File: src/rtl/muladd_pkg.sv
package muladd_pkg;

  typedef enum logic [2:0] {
    S_IDLE,
    S_SQ_MUL,
    S_SQ_XLD,
    S_SQ_SUM,
    S_PL_MUL,
    S_PL_MULZ,
    S_PL_XLD,
    S_PL_DRAIN
  } ctl_state_t;

  typedef struct packed {
    logic mul_go;
    logic ldx;
    logic sel_xy;
    logic dmx_z;
    logic ldy;
    logic ldz;
    logic rdy;
  } ctl_t;

endpackage

File: src/rtl/muladd_ctrl.sv
module muladd_ctrl
  import muladd_pkg::*;
#(
  parameter bit OVERLAP = 1'b1
) (
  input  logic clk,
  input  logic rst,
  input  logic in_valid,
  output ctl_t ctl
);

  ctl_state_t state_q, state_d;

  always_ff @(posedge clk) begin
    if (rst) state_q <= S_IDLE;
    else     state_q <= state_d;
  end

  generate
    if (OVERLAP) begin : g_pipelined
      always_comb begin
        ctl     = '0;
        state_d = state_q;
        case (state_q)
          S_IDLE: begin
            ctl.rdy = 1'b1;
            if (in_valid) state_d = S_PL_MUL;
          end
          S_PL_MUL: begin
            ctl.mul_go = 1'b1;
            state_d    = S_PL_XLD;
          end
          S_PL_MULZ: begin
            ctl.mul_go = 1'b1;
            ctl.sel_xy = 1'b1;
            ctl.dmx_z  = 1'b1;
            ctl.ldz    = 1'b1;
            state_d    = S_PL_XLD;
          end
          S_PL_XLD: begin
            ctl.ldx = 1'b1;
            ctl.ldy = 1'b1;
            ctl.rdy = 1'b1;
            state_d = in_valid ? S_PL_MULZ : S_PL_DRAIN;
          end
          S_PL_DRAIN: begin
            ctl.sel_xy = 1'b1;
            ctl.dmx_z  = 1'b1;
            ctl.ldz    = 1'b1;
            ctl.rdy    = 1'b1;
            state_d    = in_valid ? S_PL_MUL : S_IDLE;
          end
          default: state_d = S_IDLE;
        endcase
      end
    end else begin : g_sequential
      always_comb begin
        ctl     = '0;
        state_d = state_q;
        case (state_q)
          S_IDLE: begin
            ctl.rdy = 1'b1;
            if (in_valid) state_d = S_SQ_MUL;
          end
          S_SQ_MUL: begin
            ctl.mul_go = 1'b1;
            ctl.ldy    = 1'b1;
            state_d    = S_SQ_XLD;
          end
          S_SQ_XLD: begin
            ctl.ldx = 1'b1;
            state_d = S_SQ_SUM;
          end
          S_SQ_SUM: begin
            ctl.sel_xy = 1'b1;
            ctl.dmx_z  = 1'b1;
            ctl.ldz    = 1'b1;
            ctl.rdy    = 1'b1;
            state_d    = in_valid ? S_SQ_MUL : S_IDLE;
          end
          default: state_d = S_IDLE;
        endcase
      end
    end
  endgenerate

  // one adder result per cycle, demux steering matches the enable
  p_single_add_r7: assert property (@(posedge clk) disable iff (rst)
    !(ctl.ldy && ctl.ldz));
  p_demux_y_r7: assert property (@(posedge clk) disable iff (rst)
    ctl.ldy |-> (!ctl.dmx_z && !ctl.sel_xy));
  p_demux_z_r7: assert property (@(posedge clk) disable iff (rst)
    ctl.ldz |-> (ctl.dmx_z && ctl.sel_xy));

endmodule

File: src/rtl/muladd_dp.sv
module muladd_dp
  import muladd_pkg::*;
#(
  parameter int W = 16
) (
  input  logic         clk,
  input  logic         rst,
  input  logic         ld_in,
  input  logic [W-1:0] a_in,
  input  logic [W-1:0] b_in,
  input  logic [W-1:0] c_in,
  input  logic [W-1:0] d_in,
  input  ctl_t         ctl,
  output logic [W-1:0] z_q
);

  function automatic logic [W-1:0] wrap_mul(input logic [W-1:0] p, input logic [W-1:0] q);
    return p * q;
  endfunction

  function automatic logic [W-1:0] wrap_add(input logic [W-1:0] p, input logic [W-1:0] q);
    return p + q;
  endfunction

  logic [W-1:0] a_q, b_q, c_q, d_q;
  logic [W-1:0] m_q, x_q, y_q;
  logic [W-1:0] opnd_l, opnd_r, sum;
  logic [W-1:0] dmx_to_y, dmx_to_z;

  always_ff @(posedge clk) begin
    if (ld_in) begin
      a_q <= a_in;
      b_q <= b_in;
      c_q <= c_in;
      d_q <= d_in;
    end
  end

  // multiplier: stage register, then x register
  always_ff @(posedge clk) begin
    if (ctl.mul_go) m_q <= wrap_mul(a_q, b_q);
    if (ctl.ldx)    x_q <= m_q;
  end

  // operand selectors, shared adder, result demux
  assign opnd_l   = ctl.sel_xy ? x_q : c_q;
  assign opnd_r   = ctl.sel_xy ? y_q : d_q;
  assign sum      = wrap_add(opnd_l, opnd_r);
  assign dmx_to_y = ctl.dmx_z ? '0  : sum;
  assign dmx_to_z = ctl.dmx_z ? sum : '0;

  always_ff @(posedge clk) begin
    if (ctl.ldy) y_q <= dmx_to_y;
    if (ctl.ldz) z_q <= dmx_to_z;
  end

  // x follows each multiply start by exactly one cycle
  p_mul_two_cycle_r8: assert property (@(posedge clk) disable iff (rst)
    ctl.ldx |-> $past(ctl.mul_go));
  p_mul_lands_r8: assert property (@(posedge clk) disable iff (rst)
    ctl.mul_go |=> ctl.ldx);

endmodule

File: src/rtl/shared_muladd.sv
module shared_muladd
  import muladd_pkg::*;
#(
  parameter int W       = 16,
  parameter bit OVERLAP = 1'b1
) (
  input  logic         clk,
  input  logic         rst,
  input  logic         in_valid,
  output logic         in_ready,
  input  logic [W-1:0] a_in,
  input  logic [W-1:0] b_in,
  input  logic [W-1:0] c_in,
  input  logic [W-1:0] d_in,
  output logic [W-1:0] z_out,
  output logic         z_valid
);

  ctl_t ctl;
  logic accept;

  muladd_ctrl #(.OVERLAP(OVERLAP)) u_ctrl (
    .clk     (clk),
    .rst     (rst),
    .in_valid(in_valid),
    .ctl     (ctl)
  );

  assign in_ready = ctl.rdy;
  assign accept   = in_valid && in_ready;

  muladd_dp #(.W(W)) u_dp (
    .clk  (clk),
    .rst  (rst),
    .ld_in(accept),
    .a_in (a_in),
    .b_in (b_in),
    .c_in (c_in),
    .d_in (d_in),
    .ctl  (ctl),
    .z_q  (z_out)
  );

  always_ff @(posedge clk) begin
    if (rst) z_valid <= 1'b0;
    else     z_valid <= ctl.ldz;
  end

  p_reset_idle_r1: assert property (@(posedge clk)
    $past(rst) |-> (!z_valid && in_ready));
  p_valid_pulse_r4: assert property (@(posedge clk) disable iff (rst)
    z_valid |=> !z_valid);

  generate
    if (OVERLAP) begin : g_chk_pl
      p_ready_gap_r6: assert property (@(posedge clk) disable iff (rst)
        accept |=> !in_ready);
    end else begin : g_chk_sq
      p_ready_gap_r5: assert property (@(posedge clk) disable iff (rst)
        accept |=> !in_ready);
      p_ready_gap2_r5: assert property (@(posedge clk) disable iff (rst)
        $past(accept, 2) |-> !in_ready);
    end
  endgenerate

endmodule

File: config.mk
export PLATFORM = sky130hd
export DESIGN_NAME = shared_muladd
export DESIGN_NICKNAME = d
export VERILOG_FILES = /design/src/rtl/muladd_pkg.sv /design/src/rtl/muladd_ctrl.sv /design/src/rtl/muladd_dp.sv /design/src/rtl/shared_muladd.sv
export SDC_FILE = /design/constraint.sdc
export NUM_CORES = 1
export LEC_CHECK = 0
export ABC_AREA = 1
export BUFFER_PORTS_ARGS = -buffer_cell sky130_fd_sc_hd__buf_2
export CORE_MARGIN = 10
export CORE_UTILIZATION = 50
export CTS_BUF_LIST = sky130_fd_sc_hd__clkbuf_8 sky130_fd_sc_hd__clkbuf_16
export CTS_CLUSTER_DIAMETER = 60
export DETAILED_ROUTE_END_ITERATION = 10
export PLACE_DENSITY = 0.76
export SLEW_MARGIN = 20
export SYNTH_ARGS = -nofsm -noshare
export SYNTH_HDL_FRONTEND = slang
export SYNTH_SLANG_ARGS = --single-unit
File: constraint.sdc
create_clock -name clk -period 7.85 [get_ports clk]
set_input_delay 1.57 -clock clk [delete_from_list [all_inputs] [get_ports clk]]
set_output_delay 1.57 -clock clk [all_outputs]
set_load 0.02 [all_outputs]
==> metrics.csv, run 1 <==
stage,metric,value,unit
synth,"Net Count, Synth",1265,
power_and_ir_drop,Max IR drop VDD,0.321,mV
sta,maximum clock rate,0.187,GHz
flow_run,Max Cap Violations,0,
cells_and_area,final instance area,10700,um^2
sta,Final setup viols,0,
clock_tree,Root Driver,clkbuf_16,
worst_setup_path,family with the most delay on the worst path,adder cells,
synth,adder-cell share of the synthesized area,25.3,%
die,Starting Density,51.0,%
clock_tree,Post-CTS Resized,0,
synth,number of flops mapped to enable cells by yosys,128,
power_and_ir_drop,Combinational Power Share,52.1,%
sta,final hold slack,417,ps
route,drt drc,0,
power_and_ir_drop,Clk pwr share,20.0,%
sta,Slew Limit Fails,0,
status,status,completed,
clock_tree,Hold Buf Count CTS,0,
clock_tree,Clock Tree Buf Depth,2,
sta,post-route minimum period,5350,ps
route,1st-iter DRT viols,487,
die,core area,18800,um^2
synth,post-synth top area share,40.1,%
power_and_ir_drop,Seq pwr share,27.9,%
cells_and_area,layout cell share with drive strength beyond 1,11.3,%
synth,post-synth cell types,32,
synth,largest family of logic cells by synthesized area,adder cells,
synth,"Cell Area, Synth",9580,um^2
grt,largest net degree at the start of global routing,63,
route,antenna-violating nets left,0,
route,DR vias/cell,4.93,
synth,dominant synthesized flop cell,edfxtp_1,
grt,Overflow after GRT,0,
route,Routed WL per cell,13.7,um
synth,top-count cell post-synth,nand2_1,
synth,Post-Syn Area per Cell,9.10,um^2
synth,sequential fraction of the synthesis area,41.0,%
worst_setup_path,"Critical Path, Cell by Cell",nand2_1 -> fa_1 -> fa_1 -> inv_1 -> fa_1 -> inv_1 -> fa_1 -> fa_1 -> fa_1 -> inv_1 -> ha_1 -> a21o_1 -> a221oi_1 -> nand3_1 -> nand2_1 -> nand2_1,
power_and_ir_drop,internal power,2.13,mW
placed_design,GPL Wtd Cong,0.876,
die,# IOs,85,
clock_tree,Worst-Skew Late Latency,430,ps
die,Die Height,158,um
worst_setup_path,Worst setup SP type,register,
sta,clk_skew,10.1,ps
worst_setup_path,largest stage delay on the critical path,700,ps
placed_design,# port buffers,84,
placed_design,dpl cells,1344,
grt,vias in the first global route,6935,
synth,Compound-Gate Fraction of Synth Area,2.82,%
synth,simple-gate share of the synthesized area,17.6,%
placed_design,placed cell area,10200,um^2
placed_design,detailed placement HPWL,14300,um
sta,actual slew at the worst max-slew pin,1020,ps
cells_and_area,area grow syn2layout,12.1,%
sta,Max transition margin,31.8,%
die,Placement Rows,50,
power_and_ir_drop,sw frac,40.5,%
synth,xor/xnor share of the synthesized area,2.56,%
power_and_ir_drop,net load switching power,1.45,mW
synth,Gate Count Post-Synth,1053,
cells_and_area,nets,1341,
clock_tree,setup bufs post-CTS,0,
die,die area,25100,um^2
worst_setup_path,Critical Path RT,8030,ps
die,die extent in x,158,um
clock_tree,total CTS buffers,17,
worst_hold_path,hold crit path type,reg -> reg,
clock_tree,CTS sink count,132,
grt,initial antenna violation count,0,
power_and_ir_drop,Pwr Total,3.57,mW
synth,ranking of synthesized cells by area,"edfxtp_1, fa_1, nand2_1",
grt,first-pass GRT wire length,31800,um
sta,final period utilization,68.1,%
sta,RSZ-0062 raised after global routing,false,
grt,GR Util All Layers,15.9,%
cells_and_area,"non-filler cells, final",1376,
synth,Syn. warnings,0,
clock_tree,H-tree Lvls,4,
worst_setup_path,Worst Path Max Fanout,17,
sta,worst setup margin,2500,ps
worst_setup_path,crit path DAT,5530,ps
synth,Yosys reg bits,132,
sta,setup TNS,0,ps
synth,Synth area leader,edfxtp_1,
synth,Async SR Flop Fraction,0,%
synth,mux cell area share after synthesis,0,%
route,drt pass-1 iters,5,
worst_setup_path,most frequent CP cell,fa_1,
synth,Synth top cells by count,"nand2_1, inv_1, edfxtp_1",
clock_tree,clock slew seen by the registers of the worst setup and hold paths,60,ps
cells_and_area,fillers,1582,
clock_tree,CTS tree,done,
route,detailed-route via count,6788,
worst_setup_path,WP buf/inv,3,
worst_setup_path,Worst setup EP type,register,
worst_setup_path,Slowest cell on crit path,edfxtp_1,
route,total routed wirelength,18900,um
power_and_ir_drop,static leakage,5.59,nW
power_and_ir_drop,P per Cell Area,333,nW/um^2
worst_setup_path,Setup CP Type,reg -> reg,
worst_setup_path,R2R setup slack,2500,ps
cells_and_area,Finished Core Util,57.2,%
cells_and_area,Antenna Cells,0,
sta,"Hold Vio Cnt, Final",0,
placed_design,Setup WS pre-CTS,2530,ps
## sequential cells by signal, indices dropped and copies added (netlist names)
name / count
u_dp.a_q: 16
u_dp.y_q: 16
u_dp.m_q: 16
u_dp.x_q: 16
u_dp.z_q: 16
u_ctrl.state_q: 3
z_valid: 1
u_dp.c_q: 16
u_dp.d_q: 16
u_dp.b_q: 16
## layout make-up
cell class,count,area (um^2),share of cell area (%)
clock buffers,17,425,3.96
flip-flops and latches,132,3920,36.5
inverters,239,897,8.36
multi-input cells,651,4640,43.2
repair buffers,88,450,4.20
well taps,234,293,2.73
clock inverters,15,108,1.00
## cells by family after synthesis
family,count (synthesis)
and+or+nand+nor,429
DFF,132
AOI/OAI and AO/OA,49
buffers and inverters,270
adders and majority gates,145
xor gates and xnor gates,28
## worst register-to-register path: stages, from the launching register on
cell and delay (ps):
edfxtp_1 700, nand2_1 170, fa_1 530, fa_1 540, inv_1 50, fa_1 490, inv_1 60, fa_1 560
fa_1 430, fa_1 490, inv_1 40, ha_1 330, a21o_1 190, a221oi_1 260, nand3_1 140, nand2_1 90
nand2_1 40
## layout by cell type (no fill, tap or decap), drive strengths merged, types with 2 or more instances in the layout
master	instances
clkinvlp	3
edfxtp	128
clkbuf	17
inv	243
nand3	40
xnor2	12
a21o	3
a31oi	2
ha	64
fa	81
a21oi	29
xor2	16
clkinv	8
o21ai	10
nor3	3
dfxtp	4
buf	88
nor2	52
nand2	332
## routing by layer
metal  global-route usage [%]  wire, um  vias to the layer above  share of wire [%]
met5                        0         0                        -                  0
met4                     5.07       350                        0                1.9
met3                     3.56      1070                       33                5.7
met2                     27.9      9520                      192                 50
met1                     19.0      7950                     3196                 42
li1                         -         -                     3367                  -
## power by group through the flow
stage | logic [mW] | registers [mW] | clock network (mW)
finish | 1.86 | 0.996 | 0.715
CTS | 1.88 | 0.996 | 0.727
global route | 2.20 | 1.00 | 0.761
floorplan | 1.51 | 0.983 | 0
global placement | 1.77 | 1.01 | 0
detailed placement | 1.85 | 1.01 | 0
## worst paths after layout
path | start | endpoint | cells after the start
setup / recovery | u_dp.b_q[1]$_DFFE_PP_ | u_dp.m_q[15]$_DFFE_PP_ | 16
hold / removal | u_dp.m_q[4]$_DFFE_PP_ | u_dp.x_q[4]$_DFFE_PP_ | 0
setup reg to reg | u_dp.b_q[1]$_DFFE_PP_ | u_dp.m_q[15]$_DFFE_PP_ | 16
hold reg to reg | u_dp.m_q[4]$_DFFE_PP_ | u_dp.x_q[4]$_DFFE_PP_ | 0
No activity file was read; power rests on OpenSTA's default activity.
==> run 2, diff against run 1 <==
--- a/config.mk
+++ b/config.mk
@@ -5,7 +5,7 @@
 export SDC_FILE = /design/constraint.sdc
 export NUM_CORES = 1
 export LEC_CHECK = 0
-export ABC_AREA = 1
+export ABC_AREA = 0
 export BUFFER_PORTS_ARGS = -buffer_cell sky130_fd_sc_hd__buf_2
 export CORE_MARGIN = 10
 export CORE_UTILIZATION = 50
==> constraint.sdc (replaced) <==
create_clock -name clk -period 5.1 [get_ports clk]
set_input_delay 1.02 -clock clk [delete_from_list [all_inputs] [get_ports clk]]
set_output_delay 1.02 -clock clk [all_outputs]
set_load 0.02 [all_outputs]
==> metrics.csv, run 2 <==
stage,metric,value,unit
status,status,"complete, but fails checks",
status,failing checks,negative setup slack,
synth,Syn. warnings,0,
worst_hold_path,Hold Path Depth,0,
sta,RSZ-0062 raised after global routing,true,
worst_setup_path,Worst setup EP type,register,
grt,vias in the first global route,6691,
die,Placement Rows,49,
worst_hold_path,start point of the worst hold path,u_dp.m_q[8]$_DFFE_PP_,
worst_setup_path,Reg-to-Reg Start,u_dp.b_q[5]$_DFFE_PP_,
flow_run,Max Cap Violations,0,
worst_setup_path,Worst Path Max Fanout,3,
route,DR vias/cell,5.10,
cells_and_area,layout cell share with drive strength beyond 1,22.4,%
route,antenna-violating nets left,0,
sta,final period utilization,103,%
sta,Max transition margin,48.5,%
synth,Async SR Flop Fraction,0,%
route,total routed wirelength,20200,um
placed_design,GPL Wtd Cong,0.902,
worst_setup_path,Worst Reg-to-Reg Cells,17,
power_and_ir_drop,static leakage,5.02,nW
worst_setup_path,crit path DAT,5410,ps
grt,initial antenna violation count,0,
clock_tree,Clock Tree Buf Depth,2,
worst_setup_path,Critical R2R Capture,u_dp.m_q[14]$_DFFE_PP_,
clock_tree,Worst-Skew Late Latency,430,ps
synth,post-synth cell types,46,
power_and_ir_drop,internal power,4.14,mW
route,drt pass-1 iters,5,
sta,final hold slack,416,ps
clock_tree,CTS tree,done,
sta,clk_skew,9.54,ps
power_and_ir_drop,Combinational Power Share,60.2,%
route,drt drc,0,
synth,dominant synthesized flop cell,edfxtp_1,
worst_hold_path,hold crit path type,reg -> reg,
worst_hold_path,Hold Path End,u_dp.x_q[8]$_DFFE_PP_,
sta,maximum clock rate,0.190,GHz
power_and_ir_drop,P per Cell Area,614,nW/um^2
cells_and_area,Antenna Cells,0,
sta,worst setup margin,-154,ps
power_and_ir_drop,sw frac,39.4,%
clock_tree,H-tree Lvls,4,
sta,Final setup viols,4,
synth,number of flops mapped to enable cells by yosys,128,
placed_design,Setup WS pre-CTS,-189,ps
sta,post-route minimum period,5250,ps
worst_setup_path,R2R setup slack,-150,ps
route,detailed-route via count,6307,
sta,actual slew at the worst max-slew pin,772,ps
synth,Gate Count Post-Synth,841,
synth,Yosys reg bits,132,
die,Die Height,156,um
cells_and_area,nets,1206,
worst_setup_path,Critical Path RT,5250,ps
synth,"Cell Area, Synth",9220,um^2
synth,ranking of synthesized cells by area,"edfxtp_1, fa_1, ha_1",
die,die area,24300,um^2
die,# IOs,85,
power_and_ir_drop,Seq pwr share,22.2,%
placed_design,detailed placement HPWL,14700,um
clock_tree,total CTS buffers,17,
die,core area,18000,um^2
clock_tree,CTS sink count,132,
grt,GR Util All Layers,17.0,%
synth,top-count cell post-synth,nand2_1,
grt,first-pass GRT wire length,32900,um
power_and_ir_drop,net load switching power,2.70,mW
clock_tree,clock slew seen by the registers of the worst setup and hold paths,60,ps
power_and_ir_drop,Clk pwr share,17.6,%
worst_setup_path,Setup CP Type,reg -> reg,
grt,Overflow after GRT,0,
synth,"Net Count, Synth",1053,
placed_design,# port buffers,84,
synth,sequential fraction of the synthesis area,42.6,%
power_and_ir_drop,Pwr Total,6.84,mW
synth,Synth top cells by count,"nand2_1, edfxtp_1, inv_1",
synth,post-synth top area share,41.7,%
synth,Synth area leader,edfxtp_1,
cells_and_area,area grow syn2layout,21.0,%
sta,Slew Limit Fails,0,
sta,"Hold Vio Cnt, Final",0,
grt,largest net degree at the start of global routing,64,
die,Starting Density,51.2,%
route,Routed WL per cell,16.4,um
die,die extent in x,156,um
power_and_ir_drop,Max IR drop VDD,0.715,mV
cells_and_area,most frequent cells in the layout,"nand2_1, edfxtp_1, inv_1, buf_2, fa_1",
cells_and_area,"commonest non-fill, non-tap cell in the layout",nand2_1,
worst_setup_path,Worst setup SP type,register,
route,1st-iter DRT viols,407,
synth,Post-Syn Area per Cell,11.0,um^2
clock_tree,Root Driver,clkbuf_16,
cells_and_area,Finished Core Util,61.9,%
## run 2: changes by cell type after synthesis, moves of 20 or more
cell / change
nor2_1: -28
and2_1: +67
nand2_1: -153
nand3_1: -37
inv_1: -115
xnor2_1: +20
## run 2: repair_timing
item	CTS	global route
gates resized for setup	16	27
setup buffers	17	9
hold buffers	0	0
pin swaps	13	21
setup endpoints to repair	4	6
## run 2: metrics by stage
stage               instance area, um^2  std cells  setup TNS [ps]
global placement                  10200       1178           -42.1
global route                      11200       1236           -1200
detailed placement                10200       1178            -498
CTS                               11000       1227           -81.4
floorplan                          9220        841               0
finish                            11200       1236            -460
## run 2: logic make-up after synthesis
family	synth area share, %
compound gates	4.40
xor+xnor	4.61
fa+ha+maj	26.3
buf+inv	5.79
flops	42.6
mux	1.09
simple gates	15.3
## run 2: power by group through the flow
stage / logic, mW / registers [mW] / clock network (mW)
final: 4.12 / 1.52 / 1.21
after global routing: 4.54 / 1.53 / 1.27
after CTS: 3.56 / 1.52 / 1.21
after detailed placement: 3.31 / 1.54 / 0
after global placement: 3.18 / 1.54 / 0
after floorplan: 2.37 / 1.52 / 0
## run 2: final cells by class
cell class                      instances  area (um^2)
Clock buffer                           17          425
Clock inverter                         15          144
Fill cell                            1375         6870
Inverter                              117          439
Multi-Input combinational cell        567         4910
Sequential cell                       132         3920
Tap cell                              229          287
Timing Repair Buffer                  159         1030
## run 2: critical path, cell delays in order, from the launching register on
cell	delay (ps)
edfxtp_1	420
buf_6	140
and2_1	160
fa_1	520
inv_1	60
fa_1	490
inv_1	60
fa_1	520
fa_1	430
fa_1	490
inv_1	60
fa_1	510
inv_1	50
ha_1	190
or3_4	410
buf_4	150
nor4_4	240
a211oi_2	80
## run 2: worst max-delay path by stage
| stage | start | end | slack (ps) | cells past startpoint |
|---|---|---|---|---|
| after floorplan | u_dp.b_q[4]$_DFFE_PP_ | u_dp.m_q[14]$_DFFE_PP_ | 10 | 17 |
| after global placement | u_dp.a_q[5]$_DFFE_PP_ | u_dp.m_q[13]$_DFFE_PP_ | -40 | 19 |
| after detailed placement | u_dp.b_q[1]$_DFFE_PP_ | u_dp.m_q[14]$_DFFE_PP_ | -190 | 15 |
| after CTS | u_dp.a_q[6]$_DFFE_PP_ | u_dp.m_q[14]$_DFFE_PP_ | -70 | 16 |
| after global routing | u_dp.b_q[5]$_DFFE_PP_ | u_dp.m_q[14]$_DFFE_PP_ | -320 | 17 |
| final | u_dp.b_q[5]$_DFFE_PP_ | u_dp.m_q[14]$_DFFE_PP_ | -150 | 17 |
## run 2: metal layers
metal / track usage, % / share of wire [%] / vias up
met5: 0 / 0 / -
met4: 5.53 / 2.3 / 0
met3: 4.88 / 6.4 / 34
met2: 28.9 / 50 / 208
met1: 20.3 / 41 / 3045
li1: - / - / 3020
==> run 3, diff against run 2 <==
--- a/config.mk
+++ b/config.mk
@@ -7,6 +7,7 @@
 export LEC_CHECK = 0
 export ABC_AREA = 0
 export BUFFER_PORTS_ARGS = -buffer_cell sky130_fd_sc_hd__buf_2
+export CAP_MARGIN = 0
 export CORE_MARGIN = 10
 export CORE_UTILIZATION = 50
 export CTS_BUF_LIST = sky130_fd_sc_hd__clkbuf_8 sky130_fd_sc_hd__clkbuf_16
==> constraint.sdc (replaced) <==
create_clock -name clk -period 5.8 [get_ports clk]
set_input_delay 1.16 -clock clk [delete_from_list [all_inputs] [get_ports clk]]
set_output_delay 1.16 -clock clk [all_outputs]
set_load 0.02 [all_outputs]
==> metrics.csv, run 3 (synthesized netlist as in run 2, its figures left out) <==
stage,metric,value,unit
die,# IOs,85,
sta,Max transition margin,47.2,%
power_and_ir_drop,Pwr Total,5.11,mW
sta,post-route minimum period,5590,ps
cells_and_area,Antenna Cells,0,
clock_tree,Clock Tree Buf Depth,2,
cells_and_area,area grow syn2layout,14.2,%
die,Starting Density,51.2,%
die,die area,24300,um^2
route,drt drc,0,
clock_tree,H-tree Lvls,4,
worst_setup_path,crit path DAT,5770,ps
sta,final period utilization,96.5,%
die,Placement Rows,49,
cells_and_area,"commonest non-fill, non-tap cell in the layout",nand2_1,
sta,RSZ-0062 raised after global routing,false,
worst_setup_path,Worst Path Max Fanout,14,
cells_and_area,nets,1143,
worst_setup_path,Setup CP Type,reg -> reg,
sta,worst setup margin,205,ps
cells_and_area,layout cell share with drive strength beyond 1,14.1,%
die,die extent in x,156,um
clock_tree,CTS sink count,132,
placed_design,# port buffers,84,
placed_design,Setup WS pre-CTS,213,ps
sta,"Hold Vio Cnt, Final",0,
route,detailed-route via count,5997,
clock_tree,clock slew seen by the registers of the worst setup and hold paths,60,ps
grt,first-pass GRT wire length,31600,um
grt,vias in the first global route,6338,
sta,actual slew at the worst max-slew pin,791,ps
clock_tree,CTS tree,done,
sta,Final setup viols,0,
worst_hold_path,hold crit path type,reg -> reg,
power_and_ir_drop,P per Cell Area,485,nW/um^2
placed_design,placed cell area,9900,um^2
sta,clk_skew,11.8,ps
grt,GR Util All Layers,16.5,%
route,antenna-violating nets left,0,
sta,setup TNS,0,ps
grt,largest net degree at the start of global routing,52,
route,drt pass-1 iters,5,
route,DR vias/cell,5.11,
grt,initial antenna violation count,0,
route,total routed wirelength,19000,um
sta,maximum clock rate,0.179,GHz
worst_setup_path,Worst setup SP type,register,
sta,final hold slack,416,ps
die,core area,18000,um^2
worst_setup_path,Critical Path RT,5980,ps
grt,Overflow after GRT,0,
status,status,completed,
placed_design,detailed placement HPWL,14000,um
clock_tree,total CTS buffers,17,
route,1st-iter DRT viols,394,
clock_tree,Hold Buf Count CTS,0,
sta,Slew Limit Fails,0,
power_and_ir_drop,static leakage,4.70,nW
flow_run,Max Cap Violations,0,
cells_and_area,most frequent cells in the layout,"nand2_1, edfxtp_1, inv_1, buf_2, fa_1",
clock_tree,Root Driver,clkbuf_16,
route,Routed WL per cell,16.2,um
cells_and_area,final instance area,10500,um^2
clock_tree,Worst-Skew Late Latency,440,ps
die,Die Height,156,um
placed_design,GPL Wtd Cong,0.885,
worst_setup_path,Worst setup EP type,register,
power_and_ir_drop,Max IR drop VDD,0.371,mV
## run 3: cell count changes in the layout (fill, tap and decap cells not counted), sizes merged
cell	delta
buf	-63
bufinv	+2
clkinvlp	-1
inv	-1
## run 3: power breakdown
group          switching, mW  internal (mW)  total (mW)
sequential            0.0565           1.29        1.35
clock                  0.438          0.679        1.12
combinational           1.42           1.22        2.65
## run 3: layer usage
layer / wire length [um] / track usage [%] / vias up
met5: 0 / 0 / -
met4: 516 / 6.28 / 0
met3: 1420 / 4.74 / 41
met2: 9220 / 26.8 / 216
met1: 7870 / 20.3 / 2845
li1: - / - / 2895
## run 3: worst paths after layout
path         slack [ps]                     end  cells after the start                    from
max                 210  u_dp.m_q[15]$_DFFE_PP_                     16   u_dp.b_q[2]$_DFFE_PP_
min                 420  u_dp.x_q[12]$_DFFE_PP_                      0  u_dp.m_q[12]$_DFFE_PP_
max reg2reg         210  u_dp.m_q[15]$_DFFE_PP_                     16   u_dp.b_q[2]$_DFFE_PP_
min reg2reg         420  u_dp.x_q[12]$_DFFE_PP_                      0  u_dp.m_q[12]$_DFFE_PP_
## run 3: metrics by stage
stage	util (%)	instances
after detailed placement	54.9	1138
final	58.4	1173
after CTS	58.3	1170
after global placement	54.9	1138
after floorplan	-	841
after global routing	58.4	1173
## run 3: repair_timing
action,CTS,global route
gates resized for setup,0,0
hold endpoints to repair,0,0
setup endpoints to repair,0,1
setup buffers,0,3
## run 3: area by class of cell
class,instances,area [um^2]
fillers,1477,7500
flip-flops and latches,132,3920
clock buffers,17,425
clock inverters,15,178
repair buffers,96,510
inverters,117,439
well taps,229,287
multi-input cells,567,4770
## run 3: worst max-delay path, stage by stage, from the launching register on
cell and delay, ps:
edfxtp_1 680, nand2_1 150, fa_1 520, fa_1 540, inv_1 60, fa_1 520
inv_1 60, fa_1 560, fa_1 460, fa_1 500, inv_1 50, ha_1 310
o21ai_0 170, nand2b_1 120, and3_1 210, a21oi_1 310, xnor2_1 120
